## src/rtl/fpc_pkg.sv

```systemverilog
package fpc_pkg;
    localparam int OP_W  = 4;
    localparam int LEN_W = 4;

    localparam logic [OP_W-1:0] OPC_STOP  = 4'h0;
    localparam logic [OP_W-1:0] OPC_NOP   = 4'h1;
    localparam logic [OP_W-1:0] OPC_MOVRR = 4'h2;
    localparam logic [OP_W-1:0] OPC_LDI   = 4'h3;
    localparam logic [OP_W-1:0] OPC_ST    = 4'h4;
    localparam logic [OP_W-1:0] OPC_LD    = 4'h5;
    localparam logic [OP_W-1:0] OPC_ALU   = 4'h6;
    localparam logic [OP_W-1:0] OPC_JUMP  = 4'h7;
    localparam logic [OP_W-1:0] OPC_CALL  = 4'h8;
    localparam logic [OP_W-1:0] OPC_RET   = 4'h9;
    localparam logic [OP_W-1:0] OPC_PUSH  = 4'hA;
    localparam logic [OP_W-1:0] OPC_POP   = 4'hB;

    localparam logic [3:0] REG_NONE = 4'hF;

    localparam logic [LEN_W-1:0] LEN_ONE  = 4'd1;
    localparam logic [LEN_W-1:0] LEN_PAIR = 4'd2;
    localparam logic [LEN_W-1:0] LEN_BR   = 4'd9;
    localparam logic [LEN_W-1:0] LEN_IMM  = 4'd10;

    typedef enum logic [1:0] {
        FLOW_SEQ    = 2'd0,
        FLOW_TARGET = 2'd1,
        FLOW_RETURN = 2'd2
    } flow_e;
endpackage

```

## src/rtl/fpc_len_decode.sv

```systemverilog
module fpc_len_decode
    import fpc_pkg::*;
(
    input  logic [OP_W-1:0]  opcode,
    output logic [LEN_W-1:0] length,
    output flow_e            flow
);
    always_comb begin
        length = LEN_ONE;
        flow   = FLOW_SEQ;
        unique case (opcode)
            OPC_MOVRR, OPC_ALU, OPC_PUSH, OPC_POP: length = LEN_PAIR;
            OPC_LDI, OPC_ST, OPC_LD:               length = LEN_IMM;
            OPC_JUMP, OPC_CALL: begin
                length = LEN_BR;
                flow   = FLOW_TARGET;
            end
            OPC_RET: begin
                length = LEN_ONE;
                flow   = FLOW_RETURN;
            end
            default: length = LEN_ONE;
        endcase
    end
endmodule

```

## src/rtl/fpc_redirect_sel.sv

```systemverilog
module fpc_redirect_sel #(
    parameter int ADDR_W = 64
) (
    input  logic [ADDR_W-1:0] pred_pc,
    input  logic              ret_wait,
    input  logic              mem_is_cjump,
    input  logic              mem_cond_met,
    input  logic [ADDR_W-1:0] mem_fallthru,
    input  logic              ret_ready,
    input  logic [ADDR_W-1:0] ret_addr,
    output logic [ADDR_W-1:0] sel_pc,
    output logic              hold,
    output logic              squash
);
    logic resume;

    always_comb begin
        squash = mem_is_cjump && !mem_cond_met;
        resume = ret_wait && ret_ready && !squash;
        hold   = ret_wait && !ret_ready && !squash;
        if (squash)      sel_pc = mem_fallthru;
        else if (resume) sel_pc = ret_addr;
        else             sel_pc = pred_pc;
    end
endmodule

```

## src/rtl/fetch_pc_ctrl.sv

```systemverilog
module fetch_pc_ctrl
    import fpc_pkg::*;
#(
    parameter int ADDR_W = 64
) (
    input  logic              clk,
    input  logic              rst_n,
    output logic [ADDR_W-1:0] fetch_pc,
    input  logic [3:0]        fetch_opcode,
    input  logic [ADDR_W-1:0] fetch_target,
    input  logic              mem_is_cjump,
    input  logic              mem_cond_met,
    input  logic [ADDR_W-1:0] mem_fallthru,
    input  logic              ret_ready,
    input  logic [ADDR_W-1:0] ret_addr,
    output logic              fetch_stall,
    output logic              decode_bubble,
    output logic              execute_bubble,
    output logic [7:0]        bubble_word
);
    localparam int PAD_W = ADDR_W - LEN_W;

    typedef struct packed {
        logic [ADDR_W-1:0] pred;
        logic              wait_ret;
    } state_t;

    state_t state_d, state_q;

    logic [LEN_W-1:0]  op_len;
    flow_e             op_flow;
    logic [ADDR_W-1:0] sel_pc;
    logic              hold;
    logic              squash;
    logic [ADDR_W-1:0] seq_pc;

    fpc_len_decode u_dec (
        .opcode (fetch_opcode),
        .length (op_len),
        .flow   (op_flow)
    );

    fpc_redirect_sel #(.ADDR_W(ADDR_W)) u_sel (
        .pred_pc      (state_q.pred),
        .ret_wait     (state_q.wait_ret),
        .mem_is_cjump (mem_is_cjump),
        .mem_cond_met (mem_cond_met),
        .mem_fallthru (mem_fallthru),
        .ret_ready    (ret_ready),
        .ret_addr     (ret_addr),
        .sel_pc       (sel_pc),
        .hold         (hold),
        .squash       (squash)
    );

    always_comb begin
        seq_pc  = sel_pc + {{PAD_W{1'b0}}, op_len};
        state_d = state_q;
        if (!hold) begin
            state_d.pred     = (op_flow == FLOW_TARGET) ? fetch_target : seq_pc;
            state_d.wait_ret = (op_flow == FLOW_RETURN);
        end
    end

    always_ff @(posedge clk) begin
        if (!rst_n) begin
            state_q <= '0;
        end else begin
            state_q <= state_d;
        end
    end

    assign fetch_pc       = sel_pc;
    assign fetch_stall    = hold;
    assign decode_bubble  = squash || hold;
    assign execute_bubble = squash;
    assign bubble_word    = {OPC_NOP, REG_NONE};

    // a fetched jump or call steers the next fetch to its target
    assert_taken_guess_R3: assert property (@(posedge clk) disable iff (!rst_n)
        (!fetch_stall && (fetch_opcode == OPC_JUMP || fetch_opcode == OPC_CALL))
        |=> ((mem_is_cjump && !mem_cond_met) || fetch_pc == $past(fetch_target)));

    // a two-byte opcode advances the fetch address by two
    assert_seq_step_R2: assert property (@(posedge clk) disable iff (!rst_n)
        (!fetch_stall && fetch_opcode == OPC_ALU)
        |=> ((mem_is_cjump && !mem_cond_met) || fetch_pc == $past(fetch_pc) + ADDR_W'(2)));

    // a failed conditional jump redirects and squashes both stages
    assert_mispredict_fix_R4: assert property (@(posedge clk) disable iff (!rst_n)
        (mem_is_cjump && !mem_cond_met)
        |-> (fetch_pc == mem_fallthru && decode_bubble && execute_bubble));

    // a stall only begins right after a return was fetched
    assert_stall_origin_R5: assert property (@(posedge clk) disable iff (!rst_n)
        $rose(fetch_stall) |-> $past(fetch_opcode == OPC_RET));

    // the fetch address holds across consecutive stall cycles
    assert_stall_hold_R5: assert property (@(posedge clk) disable iff (!rst_n)
        (fetch_stall && $past(fetch_stall)) |-> $stable(fetch_pc));

    // a correction never coexists with a stall
    assert_redirect_wins_R7: assert property (@(posedge clk) disable iff (!rst_n)
        (mem_is_cjump && !mem_cond_met) |-> !fetch_stall);
endmodule

```

## config.mk

```make
export PLATFORM = sky130hd
export DESIGN_NAME = fetch_pc_ctrl
export DESIGN_NICKNAME = d
export VERILOG_FILES = /design/src/rtl/fpc_pkg.sv /design/src/rtl/fpc_len_decode.sv /design/src/rtl/fpc_redirect_sel.sv /design/src/rtl/fetch_pc_ctrl.sv
export SDC_FILE = /design/constraint.sdc
export NUM_CORES = 1
export LEC_CHECK = 0
export BUFFER_PORTS_ARGS = -buffer_cell sky130_fd_sc_hd__buf_2
export CORE_ASPECT_RATIO = 0.8
export CORE_MARGIN = 4
export CORE_UTILIZATION = 43
export DETAILED_ROUTE_END_ITERATION = 8
export GPL_ROUTABILITY_DRIVEN = 0
export PLACE_DENSITY = 0.76
export SLEW_MARGIN = 15
export SYNTH_ARGS = -nofsm -noshare
export SYNTH_HDL_FRONTEND = slang
export SYNTH_HIERARCHICAL = 1
export SYNTH_SLANG_ARGS = --single-unit
export TNS_END_PERCENT = 20
```

## constraint.sdc

```tcl
create_clock -name clk -period 2.7 [get_ports clk]
set_input_delay 0.135 -clock clk [delete_from_list [all_inputs] [get_ports clk]]
set_output_delay 0.135 -clock clk [all_outputs]
set_load 0.02 [all_outputs]
```

-- Word level (Yosys, flattened, before mapping)
Cells that the tools add are included.
- input bits: 201
- register bits: 65
- reduce and logical (&&, ||, !) cells: 12
- equality and inequality tests: 12
- add/subtract/negate cells: 1
- multiplexer cells: 5
- operators with widths (operator ; count):
    64-bit two-way mux ; 3
    64-bit by 4-bit adder with 64-bit output ; 1
    4-bit by 3-bit equality test with 1-bit output, second input constant ; 4
    4-bit equality test, second input constant ; 4
    4-bit case mux with 3 select lines ; 1
    4-bit by 2-bit equality test with 1-bit output, second input constant ; 2
    1-bit logical AND ; 5
    2-bit case mux with 2 select lines ; 1
    4-bit OR reduction ; 1
    1-bit logical NOT ; 3
    3-bit OR reduction ; 1
    2-bit by 1-bit equality test with 1-bit output, second input constant ; 1
    2-bit equality test, second input constant ; 1
    2-bit OR reduction ; 1
    1-bit logical OR ; 1

-- Depth between registers and ports, before layout
Gate-level depths: netlist of the first run.
- depth after elaboration: 8
- depth in mapped cells: 14
- gate-level depth less buffers: 10

-- Cells and area by module
Netlist of the first run, hierarchy kept.
- by module, submodules not included (module ; cells an instance ; area an instance (um2) ; instances ; sequential area each (um2)):
    fetch_pc_ctrl ; 553 ; 4260.3 ; 1 ; 1301.2
    fpc_redirect_sel ; 308 ; 2200.9 ; 1 ; 0.0
    fpc_len_decode ; 11 ; 87.6 ; 1 ; 0.0

-- Worst setup path after synthesis of the first run
No wires, ideal clock.
- path kind: reg-to-reg
- from: reg state_q[0] (netlist name)
- to: reg state_q[43] (netlist name)
- setup slack: -0.486 ns
- arrival time: 3.128 ns
- period minus slack after synthesis: 3.186 ns
- required time: 2.642 ns
- path buffers: 3
- cell stages (with the launch flop): 12
- cell sequence: dfxtp_1 -> buf_4 -> buf_4 -> nand3_1 -> a31oi_1 -> nand4_4 -> nor4_4 -> nand3_2 -> buf_6 -> or4_1 -> a21oi_1 -> o21a_1
- longest elaborated chain between the ends: 6
- elaborated cells on any way between the ends: 8
- classes of those cells: add/sub: 1; mux: 3; reduce/logical: 4
- RTL lines (what ; RTL line ; text):
    from (decl) ; fetch_pc_ctrl.sv:28 ; state_t state_d, state_q;
    from (signal assigned) ; fetch_pc_ctrl.sv:69 ; state_q <= state_d;
    1-bit logical AND (2 in a row) ; fpc_redirect_sel.sv:19 ; resume = ret_wait && ret_ready && !squash;
    64-bit two-way mux ; fpc_redirect_sel.sv:22 ; else if (resume) sel_pc = ret_addr;
    64-bit two-way mux ; fpc_redirect_sel.sv:21 ; if (squash) sel_pc = mem_fallthru;
    via fetch_pc[21] ; fetch_pc_ctrl.sv:8 ; output logic [ADDR_W-1:0] fetch_pc,
    64-bit by 4-bit adder with 64-bit output ; fetch_pc_ctrl.sv:57 ; seq_pc = sel_pc + {{PAD_W{1'b0}}, op_len};
    64-bit two-way mux ; fetch_pc_ctrl.sv:60 ; state_d.pred = (op_flow == FLOW_TARGET) ? fetch_target : seq_pc;
The timed path passes the listed nets, and every way through them passes these cells.
A chain may end at the register's enable or synchronous reset.

-- Final worst setup path of the first run
- from: reg state_q[0] (netlist name)
- to: reg state_q[53] (netlist name)
- longest elaborated chain between the ends: 6
- elaborated cells on any way between the ends: 8
- classes of those cells: add/sub: 1; mux: 3; reduce/logical: 4
- RTL lines (what ; RTL line):
    1-bit logical AND (2 in a row) ; fpc_redirect_sel.sv:19
    64-bit two-way mux ; fpc_redirect_sel.sv:22
    64-bit two-way mux ; fpc_redirect_sel.sv:21
    64-bit by 4-bit adder with 64-bit output ; fetch_pc_ctrl.sv:57
    64-bit two-way mux ; fetch_pc_ctrl.sv:60
Parallel ways exist; a longest one is shown, timed or not.

==> out/results.ini, run 1 <==
[drt]
ant_nets = 0
viasPerCell = 5.92
drt_pass1_iterations = 5
wirelength_um = 26400
drc = 0
wire_per_inst_um = 19.1
dr.first_iter.drc_count = 766
vias = 8186

[logic_synthesis]
seq_area_frac_synth_pct = 19.9
avgSynthCellArea_um2 = 7.51
synth_edf_count = 0
syn_area_mm2 = 0.00655
netlist_instances = 872
async_flop_share_pct = 0
synth_cell_type_count = 60
yosysWarningCount = 6
synthFlopType = dfxtp_1
ys_ff_latch = 65

[clocking]
clk_pin_slew_ns = 0.06
cts.htree.levels = 3
cts.sinks = 65
clockRootBuffer = clkbuf_16
clockBufferDepth = 2
cts_tree = done
cts_buffers = 9
clkLatencyLatePin_ns = 0.33
ctsHoldBuffers = 0

[pwr]
peakVddDrop_v = 0.000257
leakagePower_nw = 4.08
pwr_density_cell_mw_per_mm2 = 426

[timing]
min_period_ns = 2.73
tightest_slew_ns = 0.652
grt_setup_unrepaired = true
maxSlewViolCount = 0
relSlewSlack_pct = 56.5
finalHoldViolations = 0
clock_skew_ns = 0.00760
finalSetupViolations = 3
timing.final.crit_share_pct = 101
fmax_mhz = 366
finalWorstSetupSlack_ns = -0.0340

[layout]
layout_commonest_cell = buf_2
reg.largest.list = state_q: 65 flops
area_growth_pct = 49.5
fillerInstances = 1290
diodes = 0
drive_gt1_share_pct = 43.7
largest_reg_flops = 65
layout_common_cells = buf_2 (266), buf_4 (118), nand3_1 (89)
largest_register = state_q
final_cells = 1382
nNetsFinal = 1394
stdcell_area_mm2 = 0.00979
fin_util_pct = 65.4

[floorplanning]
rows = 40
pin_count = 276
die_h_um = 118
die_x_um = 146
coreArea_mm2 = 0.0150
dieArea_mm2 = 0.0173
start_util_pct = 43.8

[global_route]
grt_start_max_net_pins = 57
grtUsageTotal_pct = 28.7
gr-total-overflow = 0
grt_pass1_vias = 7952
antenna_found_initial = 0
grt_pass1_wl_um = 41000

[worst_setup_path]
worstPathMaxFanout = 20
worstPathArrival_ns = 3.01
worstSetupPathType = reg2reg
cp-start-kind = flip-flop
required_ns = 2.97
end_kind = flip-flop

[status]
status = finished, violations left
violations = negative setup slack

[placed_design]
dpl_worst_slack_ns = -0.126
dp.cells = 1364
place_area_mm2 = 0.00926
io_buffer_count = 267
dp_hpwl_um = 19600

[flow_run]
max_cap_viol_count = 0

[min_path]
holdCritPathClass = in2reg

## cells by family after synthesis
group,share of synthesized area (%)
AO/OA/AOI/OAI,29.1
buffers and inverters,9.67
XOR/XNOR,6.95
AND/OR/NAND/NOR,32.7
adder cells (fa/ha/maj),1.07
flip-flops,19.9
multiplexers,0.478
other,0.172
## critical path, cell delays in order, from the launching register on
cell and delay, ns:
dfxtp_4 0.39, buf_4 0.18, a21bo_2 0.22, a31oi_4 0.19
nand4_1 0.15, nor4_4 0.31, buf_4 0.19, nand3_2 0.09
buf_12 0.18, or3_1 0.35, a311oi_1 0.27, a31o_2 0.14
## power breakdown
part / switching, mW / internal (mW)
clock: 0.454 / 0.819
sequential: 0.0555 / 1.06
combinational: 0.952 / 0.834
## per-layer routing
metal | GRT usage, % | wire length [um] | share of wire [%]
met5 | 0 | 0 | 0
met4 | 6.52 | 281 | 1.1
met3 | 5.06 | 2390 | 9.0
met2 | 47.4 | 12400 | 47
met1 | 39.1 | 11400 | 43
## metrics by stage
step | hold slack [ns] | TNS, ns | total power [mW]
floorplan | 0.294 | 0 | 2.15
global route | 0.0978 | -1.66 | 4.36
finish | 0.0905 | -0.0620 | 4.17
global placement | 0.421 | -0.0980 | 2.81
CTS | 0.0783 | -0.0924 | 4.12
detailed placement | 0.407 | -0.775 | 2.83
## worst paths after layout
check | start | end | slack, ns | cells past startpoint
max | state_q[0] | state_q[53] | -0.03 | 11
min | fetch_target[3] | state_q[4] | 0.09 | 3
max reg2reg | state_q[0] | state_q[53] | -0.03 | 11
min reg2reg | state_q[9] | state_q[9] | 0.46 | 2
## cell usage after synthesis, drive strengths merged, types with 2 or more instances
cell type / instances / share of area, %
a2111oi: 2 / 0.27
a211oi: 18 / 2.1
a21bo: 64 / 9.8
a21oi: 38 / 2.9
a221oi: 8 / 1.1
a311oi: 2 / 0.27
a31o: 2 / 0.27
a31oi: 65 / 6.2
a41oi: 2 / 0.27
and3: 34 / 3.2
and4: 2 / 0.27
buf: 58 / 6.6
clkbuf: 41 / 2.4
conb: 3 / 0.17
dfxtp: 65 / 20
ha: 4 / 0.76
inv: 12 / 0.69
mux2i: 2 / 0.31
nand2: 40 / 2.3
nand2b: 2 / 0.19
nand3: 92 / 7.2
nand4: 17 / 2.0
nand4b: 3 / 0.40
nor2: 53 / 3.0
nor2b: 2 / 0.19
nor3: 31 / 2.4
nor3b: 67 / 7.8
nor4: 12 / 2.3
o21a: 3 / 0.34
o21ai: 35 / 2.7
o221ai: 2 / 0.27
o22ai: 16 / 1.5
o31a: 2 / 0.27
o31ai: 4 / 0.46
or3: 7 / 0.67
xnor2: 44 / 5.9
xor2: 8 / 1.1
## layout make-up
class | count | area (um^2) | share of cell area, %
Multi-Input combinational cell | 702 | 5400 | 55.1
Clock buffer | 12 | 278 | 2.84
Timing Repair Buffer | 398 | 2480 | 25.4
Inverter | 12 | 45.0 | 0.460
Clock inverter | 4 | 47.5 | 0.485
Tap cell | 189 | 236 | 2.41
Sequential cell | 65 | 1310 | 13.3
## what timing repair did
action                     CTS  global route
setup endpoints to repair   17            40
setup buffers                1             1
resized for setup            6            33
pin swaps                    1             9
Note: power is estimated with default switching activity, not from simulation.
==> run 2: changes to the inputs <==
Settings changed: BUFFER_PORTS_ARGS -buffer_cell sky130_fd_sc_hd__buf_2 to default, DONT_BUFFER_PORTS from default to 1, PLACE_DENSITY 0.76 to default.
==> run 2 against run 1 <==
The run ends with negative hold slack, negative setup slack left. Sequential cell count stayed put. Clock skew is 0.0010 ns lower. Largest power group unchanged. Total power is 7.2% lower. Maximum frequency is 0.92% lower. Highest routed layer unchanged. Non-clock buffer count is 254 lower.
==> out/results.ini, run 2 (same netlist as run 1, synthesis figures left out) <==
[placed_design]
dpl_worst_slack_ns = -0.326  ; -0.200 ns
place_area_mm2 = 0.00780  ; -16%
io_buffer_count = 0  ; -100%
dp_hpwl_um = 18500  ; -6.0%

[layout]
fillerInstances = 1337  ; +3.6%
stdcell_area_mm2 = 0.00876  ; -11%
largest_register = state_q
drive_gt1_share_pct = 29.4  ; -14 points
layout_common_cells = buf_4 (122), nand3_1 (83), dfxtp_1 (64), nor3b_1 (64), a21bo_1 (55)
area_growth_pct = 33.7
largest_reg_flops = 65  ; unchanged
reg.largest.list = state_q: 65 flops
multi_input_area_mm2 = 0.00556  ; +3.1%
register_area_mm2 = 0.00131  ; unchanged
nNetsFinal = 1141  ; -18%
layout_commonest_cell = buf_4

[floorplanning]
start_util_pct = 43.8  ; unchanged
rows = 40  ; unchanged
die_x_um = 146  ; unchanged
die_h_um = 118  ; unchanged
pin_count = 276  ; unchanged
coreArea_mm2 = 0.0150  ; unchanged
dieArea_mm2 = 0.0173  ; unchanged

[clocking]
clk_pin_slew_ns = 0.06  ; about the same
cts.htree.levels = 3  ; unchanged
cts_buffers = 9  ; unchanged
cts_tree = done
cts.sinks = 65  ; unchanged
clockBufferDepth = 2  ; unchanged
clkLatencyLatePin_ns = 0.34  ; about the same
clockRootBuffer = clkbuf_16
ctsHoldBuffers = 7  ; +7

[flow_run]
max_cap_viol_count = 0  ; unchanged

[timing]
min_period_ns = 2.76  ; +0.0255 ns
timing.final.crit_share_pct = 102  ; +0.94 points
worst_hold_slack_ns = -0.0668  ; -0.157 ns
maxSlewViolCount = 0  ; unchanged
finalHoldViolations = 22  ; +22
tightest_slew_ns = 0.943  ; +0.291 ns
grt_setup_unrepaired = true
clock_skew_ns = 0.00659  ; -0.00101 ns
relSlewSlack_pct = 37.0  ; -19 points
finalSetupViolations = 6  ; +3
finalWorstSetupSlack_ns = -0.0595  ; -0.0255 ns
fmax_mhz = 362  ; -0.92%

[global_route]
gr-total-overflow = 0  ; unchanged
grtUsageTotal_pct = 29.0  ; +0.31 points
grt_pass1_wl_um = 41000  ; -0.19%
grt_pass1_vias = 7377  ; -7.2%
grt_start_max_net_pins = 130  ; +130%
antenna_found_initial = 0  ; unchanged

[worst_setup_path]
cpMostUsedCell = buf_12
path_buf_inv = 4  ; +1
crit_path_cell_trace = buf_12 > buf_12 > a21bo_1 > a31oi_4 > nand4_1 > nor4_4 > buf_4 > nand3_4 > buf_12 > or3_1 > a31o_2 > a21oi_2
reg2reg_slack_ns = -0.06  ; -0.03 ns
cp_slowest_stage_delay_ns = 0.37  ; -0.02 ns
crit_family = simple AND/OR/NAND/NOR gates
end_kind = flip-flop
cp-start-kind = flip-flop
ff2ff_path_depth = 12  ; +1
worstPathArrival_ns = 3.03  ; +0.02 ns
rr_endpoint = state_q[47]
required_ns = 2.97  ; about the same
worstSetupPathType = reg2reg
rr_startpoint = state_q[0]
worstPathMaxFanout = 9  ; -55%
slowest_stage = dfxtp_4

[drt]
dr.first_iter.drc_count = 577  ; -25%
drt_pass1_iterations = 5  ; unchanged
wire_per_inst_um = 23.4  ; +22%
vias = 7321  ; -11%
wirelength_um = 26500  ; +0.14%
viasPerCell = 6.47  ; +9.3%
ant_nets = 0  ; unchanged
drc = 0  ; unchanged

[pwr]
leakagePower_nw = 3.17  ; -22%
pwr_density_cell_mw_per_mm2 = 442  ; +3.8%
peakVddDrop_v = 0.000255  ; -0.78%
p_total_mw = 3.87  ; -7.2%

[min_path]
holdCritPathClass = in2reg
holdPathEnd = state_q[40]
whs_path_depth = 1  ; -2
hold_start = rst_n

[status]
status = finished, violations left
violations = negative hold slack, negative setup slack

## run 2: changes by cell type in the layout (fill, tap and decap cells not counted), moves of 4 or more
cell	before	now
buf_2	266	1
buf_4	118	122
buf_12	12	8
dlygate4sd3_1	0	7
nand3_1	89	83
nand3_2	3	7
## run 2: worst max-delay path by stage
stage               startpoint     endpoint  slack [ns]  cells past startpoint
CTS                 state_q[0]  state_q[53]       -0.07                     12
global route        state_q[0]  state_q[53]       -0.19                     12
detailed placement  state_q[0]  state_q[60]       -0.33                     12
global placement    state_q[0]  state_q[64]       -0.15                     12
floorplan           state_q[0]  state_q[43]      0.0003                     11
finish              state_q[0]  state_q[47]       -0.06                     12
## run 2: report_power, final
part | switching (mW) | total (mW) | internal [mW] | leakage (nW)
Clock | 0.447 | 1.24 | 0.790 | 0.153
Combinational | 0.829 | 1.52 | 0.689 | 2.48
Sequential | 0.0595 | 1.12 | 1.06 | 0.539
Total | 1.34 | 3.87 | 2.54 | 3.17
## run 2: layout make-up
| type | instances | area share (%) |
|---|---|---|
| Sequential cell | 65 | 14.9 |
| Timing Repair Buffer | 144 | 14.7 |
| Clock buffer | 14 | 3.13 |
| Clock inverter | 2 | 0.400 |
| Tap cell | 189 | 2.70 |
| Inverter | 12 | 0.543 |
| Antenna cell | 2 | 0.0572 |
| Multi-Input combinational cell | 703 | 63.5 |
## run 2: metrics by stage
stage | TNS [ns] | cells | hold WS, ns | util (%)
final | -0.174 | 1131 | -0.0668 | 58.5
after global routing | -2.90 | 1129 | -0.0778 | 58.5
after CTS | -0.329 | 1127 | -0.0915 | 57.0
after detailed placement | -4.01 | 1093 | 0.268 | 52.1
after global placement | -1.43 | 1093 | 0.260 | 52.1
after floorplan | 0 | 878 | 0.294 | -
## run 2: timing repair
item	in CTS	in global routing
gates resized for setup	39	39
gates cloned	2	2
setup endpoints to repair	33	53
buffers inserted	9	0
hold endpoints to repair	26	19
pin swaps	21	11
## run 2: metal layers
metal	wire length, um	vias up	track usage, %	part of all wire, %
met1	11600	3526	38.1	44
met4	414	0	6.70	1.6
met3	2300	36	7.59	8.7
li1	-	3365	-	-
met2	12200	394	47.7	46
met5	0	-	0	0
==> run 3: changes to the inputs <==
Settings changed: SETUP_SLACK_MARGIN from default to 0.1.
==> run 3 against run 2 <==
The flow finishes with violations (negative setup slack). Sequential share of layout area down 0.73 points. Clock power down 10%. First-iteration DRC count down 11%. Final area up 5.1%. Largest cell class unchanged.
==> out/results.ini, run 3 (same netlist as run 1, synthesis figures left out) <==
[status]
status = finished, violations left
violations = negative setup slack

[worst_setup_path]
required_ns = 2.98  ; about the same
slowest_stage = dfxtp_4
end_kind = flip-flop
crit_path_cell_trace = buf_12 > clkbuf_16 > a21bo_1 > a31oi_4 > nand4_1 > nor4_4 > buf_6 > nand3_4 > buf_12 > buf_12 > or3_4 > a21oi_2 > o21a_1
cp_slowest_stage_delay_ns = 0.38  ; about the same
cpMostUsedCell = buf_12
worstSetupPathType = reg2reg
reg2reg_slack_ns = -0.11  ; -0.05 ns
worstPathMaxFanout = 10  ; +1
cp-start-kind = flip-flop
worstPathArrival_ns = 3.09  ; +0.06 ns

[pwr]
power_frac_clock_pct = 29.2  ; -2.7 points
p_total_mw = 3.79  ; -2.1%
pwr_density_cell_mw_per_mm2 = 412  ; -6.8%
switchingPower_mw = 1.32  ; -0.93%
swShare_pct = 34.9  ; +0.40 points
p_seq_share_pct = 29.5  ; +0.6 points
peakVddDrop_v = 0.000296  ; +16%
p_int_mw = 2.47  ; -2.7%
comb_power_share_pct = 41.3  ; +2.1 points
leakagePower_nw = 3.30  ; +4.0%

[clocking]
clkLatencyLatePin_ns = 0.34  ; about the same
cts_tree = done
cts_buffers = 9  ; unchanged
cts.sinks = 65  ; unchanged
clk_pin_slew_ns = 0.05  ; about the same
clockRootBuffer = clkbuf_16
clockBufferDepth = 2  ; unchanged
cts.htree.levels = 3  ; unchanged

[drt]
wirelength_um = 27200  ; +2.7%
ant_nets = 0  ; unchanged
drc = 0  ; unchanged
drt_pass1_iterations = 5  ; unchanged
wire_per_inst_um = 23.3  ; -0.38%
vias = 7507  ; +2.5%
viasPerCell = 6.44  ; -0.54%
dr.first_iter.drc_count = 515  ; -11%

[layout]
layout_common_cells = buf_4 (132), nand3_1 (82), dfxtp_1 (64), nor3b_1 (64), a21bo_1 (53)
fin_util_pct = 61.5  ; +3.0 points
stdcell_area_mm2 = 0.00921  ; +5.1%
nNetsFinal = 1176  ; +3.1%
drive_gt1_share_pct = 31.6  ; +2.2 points
layout_commonest_cell = buf_4
largest_reg_flops = 65  ; unchanged
area_growth_pct = 40.6
reg.largest.list = state_q: 65 flops
fillerInstances = 1278  ; -4.4%
largest_register = state_q

[global_route]
gr-total-overflow = 0  ; unchanged
grt_pass1_vias = 7436  ; +0.80%
grtUsageTotal_pct = 29.0  ; about the same
grt_pass1_wl_um = 40900  ; -0.12%
antenna_found_initial = 4  ; +4
grt_start_max_net_pins = 130  ; unchanged

[timing]
fmax_mhz = 356  ; -1.7%
finalWorstSetupSlack_ns = -0.107  ; -0.0472 ns
worst_hold_slack_ns = 0.00323  ; +0.0700 ns
clock_skew_ns = 0.00382  ; -0.00277 ns
maxSlewViolCount = 0  ; unchanged
finalHoldViolations = 0  ; -100%
finalSetupViolations = 14  ; +8
min_period_ns = 2.81  ; +0.0472 ns
setup_tns_ns = -0.874  ; -0.700 ns
grt_setup_unrepaired = true
relSlewSlack_pct = 31.5  ; -5.5 points
timing.final.crit_share_pct = 104  ; +1.7 points
tightest_slew_ns = 1.03  ; +0.0823 ns

[floorplanning]
pin_count = 276  ; unchanged
coreArea_mm2 = 0.0150  ; unchanged
die_x_um = 146  ; unchanged
rows = 40  ; unchanged
start_util_pct = 43.8  ; unchanged
dieArea_mm2 = 0.0173  ; unchanged
die_h_um = 118  ; unchanged

[min_path]
holdCritPathClass = in2reg

[placed_design]
dp_hpwl_um = 19000  ; +2.9%
place_area_mm2 = 0.00797  ; +2.1%
io_buffer_count = 0  ; unchanged

[flow_run]
max_cap_viol_count = 0  ; unchanged

-- run 3: changes by cell type in the layout (fill, tap and decap cells not counted), sizes merged, moves of 2 or more --
| cell | before | now |
|---|---|---|
| diode | 2 | 4 |
| dlygate4sd3 | 7 | 26 |
| bufbuf | 2 | 0 |
| buf | 134 | 152 |
-- run 3: stage by stage --
step	instances	setup WS [ns]
after CTS	1146	-0.0718
after global placement	1102	-0.150
after detailed placement	1102	-0.261
final	1166	-0.107
after global routing	1166	-0.224
after floorplan	878	0.0302
-- run 3: worst max-delay path, delay by kind of cell (launching register included) --
| kind | cells | cell delay [ns] |
|---|---|---|
| buf+inv | 5 | 0.76 |
| simple gates | 4 | 0.94 |
| compound gates | 4 | 0.65 |
| flops | 1 | 0.38 |
-- run 3: path summary, 6_finish.rpt --
check | start | end | cells after the start
hold reg to reg | state_q[7] | state_q[7] | 2
hold / removal | fetch_target[50] | state_q[51] | 2
setup / recovery | state_q[0] | state_q[45] | 13
setup reg to reg | state_q[0] | state_q[45] | 13
-- run 3: power by group through the flow --
stage	Clock [mW]	Combinational (mW)	Sequential [mW]
floorplan	0	1.05	1.11
global placement	0	1.40	1.13
detailed placement	0	1.42	1.13
CTS	1.13	1.49	1.11
global route	1.17	1.67	1.12
finish	1.11	1.57	1.12
-- run 3: per-layer routing --
metal	track usage (%)	wire length, um
met5	0	0
met4	9.28	582
met3	8.47	2440
met2	48.1	12900
met1	36.3	11300
-- run 3: cell type report --
type / count / area [um^2] / share of cell area (%)
antenna: 4 / 10.0 / 0.109
clock buffer: 14 / 274 / 2.98
inverter: 12 / 45.0 / 0.489
multi-input combinational: 702 / 5680 / 61.7
sequential: 65 / 1310 / 14.2
tap: 189 / 236 / 2.57
timing repair buffer: 180 / 1650 / 17.9
-- run 3: what timing repair did --
item,4_1_cts,5_1_grt
pin swaps,18,67
resized for setup,31,62
hold buffers,26,0
endpoints found under the hold margin,26,0
gates cloned,1,2
setup buffers,3,14
setup endpoints to repair,44,52
